`config.mk`:
```
export PLATFORM = sky130hd
export DESIGN_NAME = sigc_compactor
export DESIGN_NICKNAME = d
export VERILOG_FILES = /design/src/rtl/sigc_pkg.sv /design/src/rtl/sigc_rom.sv /design/src/rtl/sigc_wide_step.sv /design/src/rtl/sigc_byte_step.sv /design/src/rtl/sigc_compactor.sv
export SDC_FILE = /design/constraint.sdc
export NUM_CORES = 1
export LEC_CHECK = 0
export BUFFER_PORTS_ARGS = -buffer_cell sky130_fd_sc_hd__buf_2
export CELL_PAD_IN_SITES_DETAIL_PLACEMENT = 0
export CELL_PAD_IN_SITES_GLOBAL_PLACEMENT = 1
export CORE_MARGIN = 2
export CORE_UTILIZATION = 43
export DETAILED_ROUTE_END_ITERATION = 8
export GPL_TIMING_DRIVEN = 0
export PLACE_DENSITY = 0.9
export SKIP_LAST_GASP = 1
export SYNTH_ARGS = -nofsm -noshare
export SYNTH_HDL_FRONTEND = slang
export SYNTH_SLANG_ARGS = --single-unit
```
`constraint.sdc`:
```
create_clock -name clk -period 2.67 [get_ports clk]
set_input_delay 0.4005 -clock clk [delete_from_list [all_inputs] [get_ports clk]]
set_output_delay 0.4005 -clock clk [all_outputs]
set_load 0.03 [all_outputs]
```
`src/rtl/sigc_pkg.sv`:
```
package sigc_pkg;
    typedef enum logic [1:0] {
        ST_IDLE,
        ST_RUN,
        ST_TAIL,
        ST_DONE
    } sigc_state_e;
endpackage

```
`src/rtl/sigc_rom.sv`:
```
// Elaboration-computed lookup table: val = (idx(x) * x^SHIFT) mod (x^W + POLY)
module sigc_rom #(
    parameter int           W     = 32,
    parameter int           PW    = 8,
    parameter int           SHIFT = 32,
    parameter logic [W-1:0] POLY  = 32'h04C11DB7
) (
    input  logic [PW-1:0] idx,
    output logic [W-1:0]  val
);
    localparam int N = 1 << PW;

    function automatic logic [N*W-1:0] build_tbl();
        logic [W-1:0]   basis [PW];
        logic [W-1:0]   v;
        logic [W-1:0]   acc;
        logic [N*W-1:0] t;
        v = W'(1);
        for (int k = 0; k < SHIFT; k++)
            v = {v[W-2:0], 1'b0} ^ (v[W-1] ? POLY : '0);
        for (int i = 0; i < PW; i++) begin
            basis[i] = v;
            v = {v[W-2:0], 1'b0} ^ (v[W-1] ? POLY : '0);
        end
        t = '0;
        for (int e = 0; e < N; e++) begin
            acc = '0;
            for (int i = 0; i < PW; i++)
                if (e[i]) acc = acc ^ basis[i];
            t[e*W +: W] = acc;
        end
        return t;
    endfunction

    localparam logic [N*W-1:0] TBL = build_tbl();

    assign val = TBL[int'(idx)*W +: W];
endmodule

```
`src/rtl/sigc_wide_step.sv`:
```
// One wide step: next = (state * x^IN_W + data) mod P
module sigc_wide_step #(
    parameter int               SIG_W = 32,
    parameter int               IN_W  = 64,
    parameter int               PW    = 8,
    parameter logic [SIG_W-1:0] POLY  = 32'h04C11DB7
) (
    input  logic [SIG_W-1:0] state,
    input  logic [IN_W-1:0]  data,
    output logic [SIG_W-1:0] next_state
);
    localparam int NSP = SIG_W / PW;
    localparam int NIP = (IN_W - SIG_W) / PW;

    logic [SIG_W-1:0] s_term [NSP];
    logic [SIG_W-1:0] i_term [NIP];

    for (genvar j = 0; j < NSP; j++) begin : g_state
        logic [PW-1:0]    key;
        logic [SIG_W-1:0] look;
        assign key = state[PW*j +: PW];
        sigc_rom #(.W(SIG_W), .PW(PW), .SHIFT(IN_W + PW*j), .POLY(POLY)) u_rom (
            .idx(key), .val(look));
        assign s_term[j] = (key == '0) ? '0 : look;
    end

    for (genvar j = 0; j < NIP; j++) begin : g_input
        logic [PW-1:0]    key;
        logic [SIG_W-1:0] look;
        assign key = data[SIG_W + PW*j +: PW];
        sigc_rom #(.W(SIG_W), .PW(PW), .SHIFT(SIG_W + PW*j), .POLY(POLY)) u_rom (
            .idx(key), .val(look));
        assign i_term[j] = (key == '0) ? '0 : look;
    end

    always_comb begin
        next_state = data[SIG_W-1:0];
        for (int j = 0; j < NSP; j++) next_state = next_state ^ s_term[j];
        for (int j = 0; j < NIP; j++) next_state = next_state ^ i_term[j];
    end
endmodule

```
`src/rtl/sigc_byte_step.sv`:
```
// One narrow step: next = (state * x^PW + byte_in) mod P
module sigc_byte_step #(
    parameter int               SIG_W = 32,
    parameter int               PW    = 8,
    parameter logic [SIG_W-1:0] POLY  = 32'h04C11DB7
) (
    input  logic [SIG_W-1:0] state,
    input  logic [PW-1:0]    byte_in,
    output logic [SIG_W-1:0] next_state
);
    logic [PW-1:0]    top;
    logic [SIG_W-1:0] look;

    assign top = state[SIG_W-1 -: PW];

    sigc_rom #(.W(SIG_W), .PW(PW), .SHIFT(SIG_W), .POLY(POLY)) u_rom (
        .idx(top), .val(look));

    assign next_state = {state[SIG_W-PW-1:0], byte_in} ^ ((top == '0) ? '0 : look);
endmodule

```
`src/rtl/sigc_compactor.sv`:
```
module sigc_compactor #(
    parameter int               SIG_W = 32,
    parameter int               IN_W  = 64,
    parameter int               PW    = 8,
    parameter logic [SIG_W-1:0] POLY  = 32'h04C11DB7
) (
    input  logic                             clk,
    input  logic                             rst_n,
    input  logic                             start,
    input  logic                             in_valid,
    output logic                             in_ready,
    input  logic [IN_W-1:0]                  in_data,
    input  logic                             in_last,
    input  logic [$clog2(IN_W/PW)-1:0]       in_len,
    output logic [SIG_W-1:0]                 sig,
    output logic                             done
);
    import sigc_pkg::*;

    localparam int LEN_W = $clog2(IN_W / PW);

    sigc_state_e      st_q, st_d;
    logic [SIG_W-1:0] sig_q;
    logic [IN_W-1:0]  buf_q;
    logic [LEN_W-1:0] cnt_q;
    logic [SIG_W-1:0] wide_next, byte_next;
    logic             take;

    assign take = (st_q == ST_RUN) && in_valid;

    sigc_wide_step #(.SIG_W(SIG_W), .IN_W(IN_W), .PW(PW), .POLY(POLY)) u_wide (
        .state(sig_q), .data(in_data), .next_state(wide_next));

    sigc_byte_step #(.SIG_W(SIG_W), .PW(PW), .POLY(POLY)) u_byte (
        .state(sig_q), .byte_in(buf_q[IN_W-1 -: PW]), .next_state(byte_next));

    // next-state logic
    always_comb begin
        st_d = st_q;
        unique case (st_q)
            ST_IDLE: if (start) st_d = ST_RUN;
            ST_RUN:  if (take && in_last) st_d = (in_len == '0) ? ST_DONE : ST_TAIL;
            ST_TAIL: if (cnt_q == LEN_W'(1)) st_d = ST_DONE;
            ST_DONE: st_d = ST_IDLE;
        endcase
    end

    // state register
    always_ff @(posedge clk or negedge rst_n) begin
        if (!rst_n) st_q <= ST_IDLE;
        else        st_q <= st_d;
    end

    // datapath registers
    always_ff @(posedge clk or negedge rst_n) begin
        if (!rst_n) begin
            sig_q <= '0;
            buf_q <= '0;
            cnt_q <= '0;
        end else begin
            unique case (st_q)
                ST_IDLE: if (start) sig_q <= '0;
                ST_RUN: if (take) begin
                    if (in_last && in_len != '0) begin
                        buf_q <= in_data;
                        cnt_q <= in_len;
                    end else begin
                        sig_q <= wide_next;
                    end
                end
                ST_TAIL: begin
                    sig_q <= byte_next;
                    buf_q <= {buf_q[IN_W-PW-1:0], {PW{1'b0}}};
                    cnt_q <= cnt_q - 1'b1;
                end
                ST_DONE: ;
            endcase
        end
    end

    // outputs
    always_comb begin
        in_ready = (st_q == ST_RUN);
        done     = (st_q == ST_DONE);
        sig      = sig_q;
    end
endmodule

```
==> impl_metrics.py <==
metrics = {
    "outcome": {
        "status": "finished, violations left",
        "violations": "setup timing",
    },
    "clock_tree": {
        "clk_latency_ns": 0.38,
        "numCtsBuffers": 9,
        "cts_num_sinks": 101,
        "cts_tree": "done",
        "clk_pin_slew_ns": 0.09,
        "clockBufferDepth": 2,
        "cts_htree_levels": 3,
        "cts_root_buf": "clkbuf_16",
    },
    "critical_path": {
        "worstReg2RegEnd": "sig[26]$_DFFE_PN0P_",
        "rr_startpoint": "sig[27]$_DFFE_PN0P_",
        "critPathKind": "flip-flop to flip-flop",
        "cp-end-kind": "flip-flop",
        "rr_worst_depth": 10,
        "crit_path_max_fanout": 6,
        "required_ns": 2.89,
        "r2r_setup_slack_ns": -0.12,
        "critPathLaunchType": "flip-flop",
        "arrival_ns": 3.01,
    },
    "floorplan": {
        "num_rows": 63,
        "core_region_area_sq_um": 29800,
        "die_area_sq_um": 31900,
        "dieHeight_microns": 179,
        "start_util_pct": 43.9,
        "io_pins": 106,
        "die_x_microns": 179,
    },
    "sta": {
        "worst_slack_ns": -0.118,
        "relSlewSlack_pct": 44.0,
        "worst_slew_pin_slew_ns": 0.840,
        "setup_violations": 4,
        "drv_slew": 0,
        "period_needed_ns": 2.79,
        "finClkSkew_ns": 0.0149,
        "rsz0062_at_grt": "true",
        "hold_viol_final": 0,
        "whs_ns": 0.0320,
        "fmax_mhz": 359,
        "fin_crit_sh_pct": 104,
    },
    "yosys": {
        "synthFlopType": "dfrtp_1",
        "ys_types": 59,
        "async_flop_share_pct": 100,
        "ys_ff_latch": 101,
        "synth-edff-count": 0,
        "yosys_warnings": 0,
        "ys_top_cells_by_area": "xnor2_1 25%, dfrtp_1 19%, xor2_1 7.8%, ha_1 6.7%, mux2i_1 5.8%",
        "netlist_area_sq_um": 13100,
        "synthDominantCellAreaShare_pct": 25.3,
        "synth_fp_nets": 1714,
        "synth_top_area_cell": "xnor2_1",
        "ys_seq_area_share_pct": 19.3,
        "postSynthCellCount": 1572,
        "syn_avg_cell_area_sq_um": 8.33,
    },
    "power_and_ir_drop": {
        "switching_share_pct": 51.9,
        "p_leak_nw": 6.87,
        "power_switching_mw": 12.9,
        "combPwrFrac_pct": 83.2,
        "power_density_nw_per_um2": 1520,
        "pwr-share-seq_pct": 10.7,
        "pwr-share-clk_pct": 6.1,
        "p_int_mw": 11.9,
        "peakVddDrop_v": 0.000654,
    },
    "finish": {
        "area_growth_pct": 25.1,
        "drive_gt1_share_pct": 28.0,
        "fill_cells": 2759,
        "diodes": 0,
        "nNetsFinal": 1876,
        "fin_cells": 2129,
    },
    "job": {
        "cap_violations": 0,
    },
    "route": {
        "ant_nets": 0,
        "vias": 11983,
        "drc": 0,
        "wl_microns": 51700,
        "dr.first_iter.drc_count": 1156,
        "vias_per_cell": 5.63,
        "route.detailed.wl_per_inst_microns": 24.3,
        "drt_first_pass_iters": 5,
    },
    "global_route": {
        "overflow": 0,
        "antenna_found_initial": 0,
        "grt_max_degree": 63,
        "grt_pass1_vias": 11377,
        "grt_pass1_wl_microns": 74000,
        "grt_usage_pct": 32.2,
    },
    "placement": {
        "globalplace.congestion": 0.985,
        "dp.cells": 2054,
        "io_buffers": 91,
        "dp_hpwl_microns": 40900,
    },
    "min_path": {
        "hold_path.class": "primary input to async pin",
    },
}
==> repair_timing <==
item / CTS / global route
setup buffers: 40 / 34
pin swaps: 45 / 79
hold buffers: 0 / 0
setup endpoints to repair: 99 / 51
gates resized for setup: 171 / 169
==> logic make-up (layout without fill, tap and decap cells) <==
kind of cell    Yosys count  in the layout  synth area share [%]
xor+xnor                522            522                  37.5
simple gates            411            411                  13.0
compound gates          223            223                  11.6
buf+inv                 166            333                  5.82
flops                   101            101                  19.3
mux                      79             79                  6.07
fa+ha+maj                70             70                  6.69
==> worst max-delay path by stage <==
stage,start,end,cells after the start
finish,sig[27]$_DFFE_PN0P_,sig[26]$_DFFE_PN0P_,10
global route,sig[27]$_DFFE_PN0P_,sig[26]$_DFFE_PN0P_,10
CTS,st_q[0]$_DFFE_PN0P_,buf_q[62]$_DFFE_PN0P_,6
detailed placement,in_data[51],sig[10]$_DFFE_PN0P_,12
global placement,in_data[51],sig[10]$_DFFE_PN0P_,12
floorplan,sig[26]$_DFFE_PN0P_,sig[31]$_DFFE_PN0P_,11
==> cells in the final DEF, fill, tap and decap left out, drive strengths merged, types with 4 or more instances in the layout <==
| cell | n |
|---|---|
| nor2 | 152 |
| clkbuf | 50 |
| mux2i | 76 |
| xnor3 | 8 |
| o21ai | 67 |
| o221ai | 27 |
| a21oi | 25 |
| inv | 54 |
| or2 | 13 |
| nand2 | 199 |
| a22o | 10 |
| nor2b | 4 |
| nor3 | 20 |
| a211oi | 56 |
| a221oi | 5 |
| xnor2 | 385 |
| and2 | 4 |
| o211ai | 18 |
| clkinvlp | 4 |
| ha | 70 |
| dfrtp | 101 |
| a22oi | 4 |
| xor2 | 127 |
| buf | 221 |
| clkinv | 4 |
==> synth_stat cells, drive strengths merged (3+ instances only) <==
master and number:
inv 54, nor2b 4, a211oi 56, o221ai 27, mux2i 76, o31ai 3
a21oi 25, a22o 10, clkbuf 46, nor3 20, ha 70, a22oi 4
o211ai 18, or3 3, nand2 199, nor2 152, and2 4, a221oi 5
nand4 3, mux2 3, or2 13, o21ai 67, xnor2 385, dfrtp 101
xnor3 8, xor2 127, buf 65
==> power by group through the flow <==
stage / registers [mW] / clock network, mW / logic, mW
after floorplan: 2.67 / 0 / 12.1
after global placement: 2.63 / 0 / 16.6
after detailed placement: 2.65 / 0 / 16.7
after CTS: 2.63 / 1.52 / 18.4
after global routing: 2.71 / 1.58 / 21.7
final: 2.65 / 1.52 / 20.7
==> metal layers <==
layer / share of wire (%) / GRT usage (%) / routed length (microns)
met5: 0 / 0 / 0
met4: 5.4 / 14.1 / 2780
met3: 7.7 / 4.62 / 3980
met2: 45 / 51.0 / 23500
met1: 42 / 43.5 / 21400
==> flip-flops by register name, indices dropped and copies added (netlist names) <==
name / flops
buf_q: 64
sig: 32
cnt_q: 3
st_q: 2
==> stage by stage <==
stage          setup TNS [ns]  utilization (%)  cell area, sq um  worst slack (ns)  total power, mW
2_1_floorplan        -0.00888                -             13100          -0.00888             14.7
3_3_place_gp           -51.73             47.2             14100            -0.946             19.2
3_5_place_dp           -47.08             47.3             14100            -0.942             19.3
4_1_cts                -0.497             51.6             15400            -0.148             22.5
5_1_grt                 -2.73             55.0             16400            -0.201             26.0
6_report               -0.205             55.0             16400            -0.118             24.9
==> area by class of cell <==
type / count / area (sq um) / share of cell area (%)
Buffer: 97 / 722 / 4.41
Sequential cell: 101 / 2540 / 15.5
Clock inverter: 7 / 93.8 / 0.573
Clock buffer: 9 / 225 / 1.37
Inverter: 55 / 251 / 1.53
Timing Repair Buffer: 165 / 1110 / 6.76
Multi-Input combinational cell: 1305 / 11000 / 66.9
Tap cell: 390 / 488 / 2.98
==> worst max-delay path, cell delays in order, from the launching register on <==
cell and delay (ns):
dfrtp_1 0.40, buf_8 0.15, buf_4 0.15, xnor2_2 0.26, xor2_1 0.31, nor2_1 0.12
a211oi_4 0.37, xnor2_1 0.12, xnor2_1 0.34, xnor2_1 0.20, o221ai_1 0.20
Note: power is estimated with default switching activity, not from simulation.
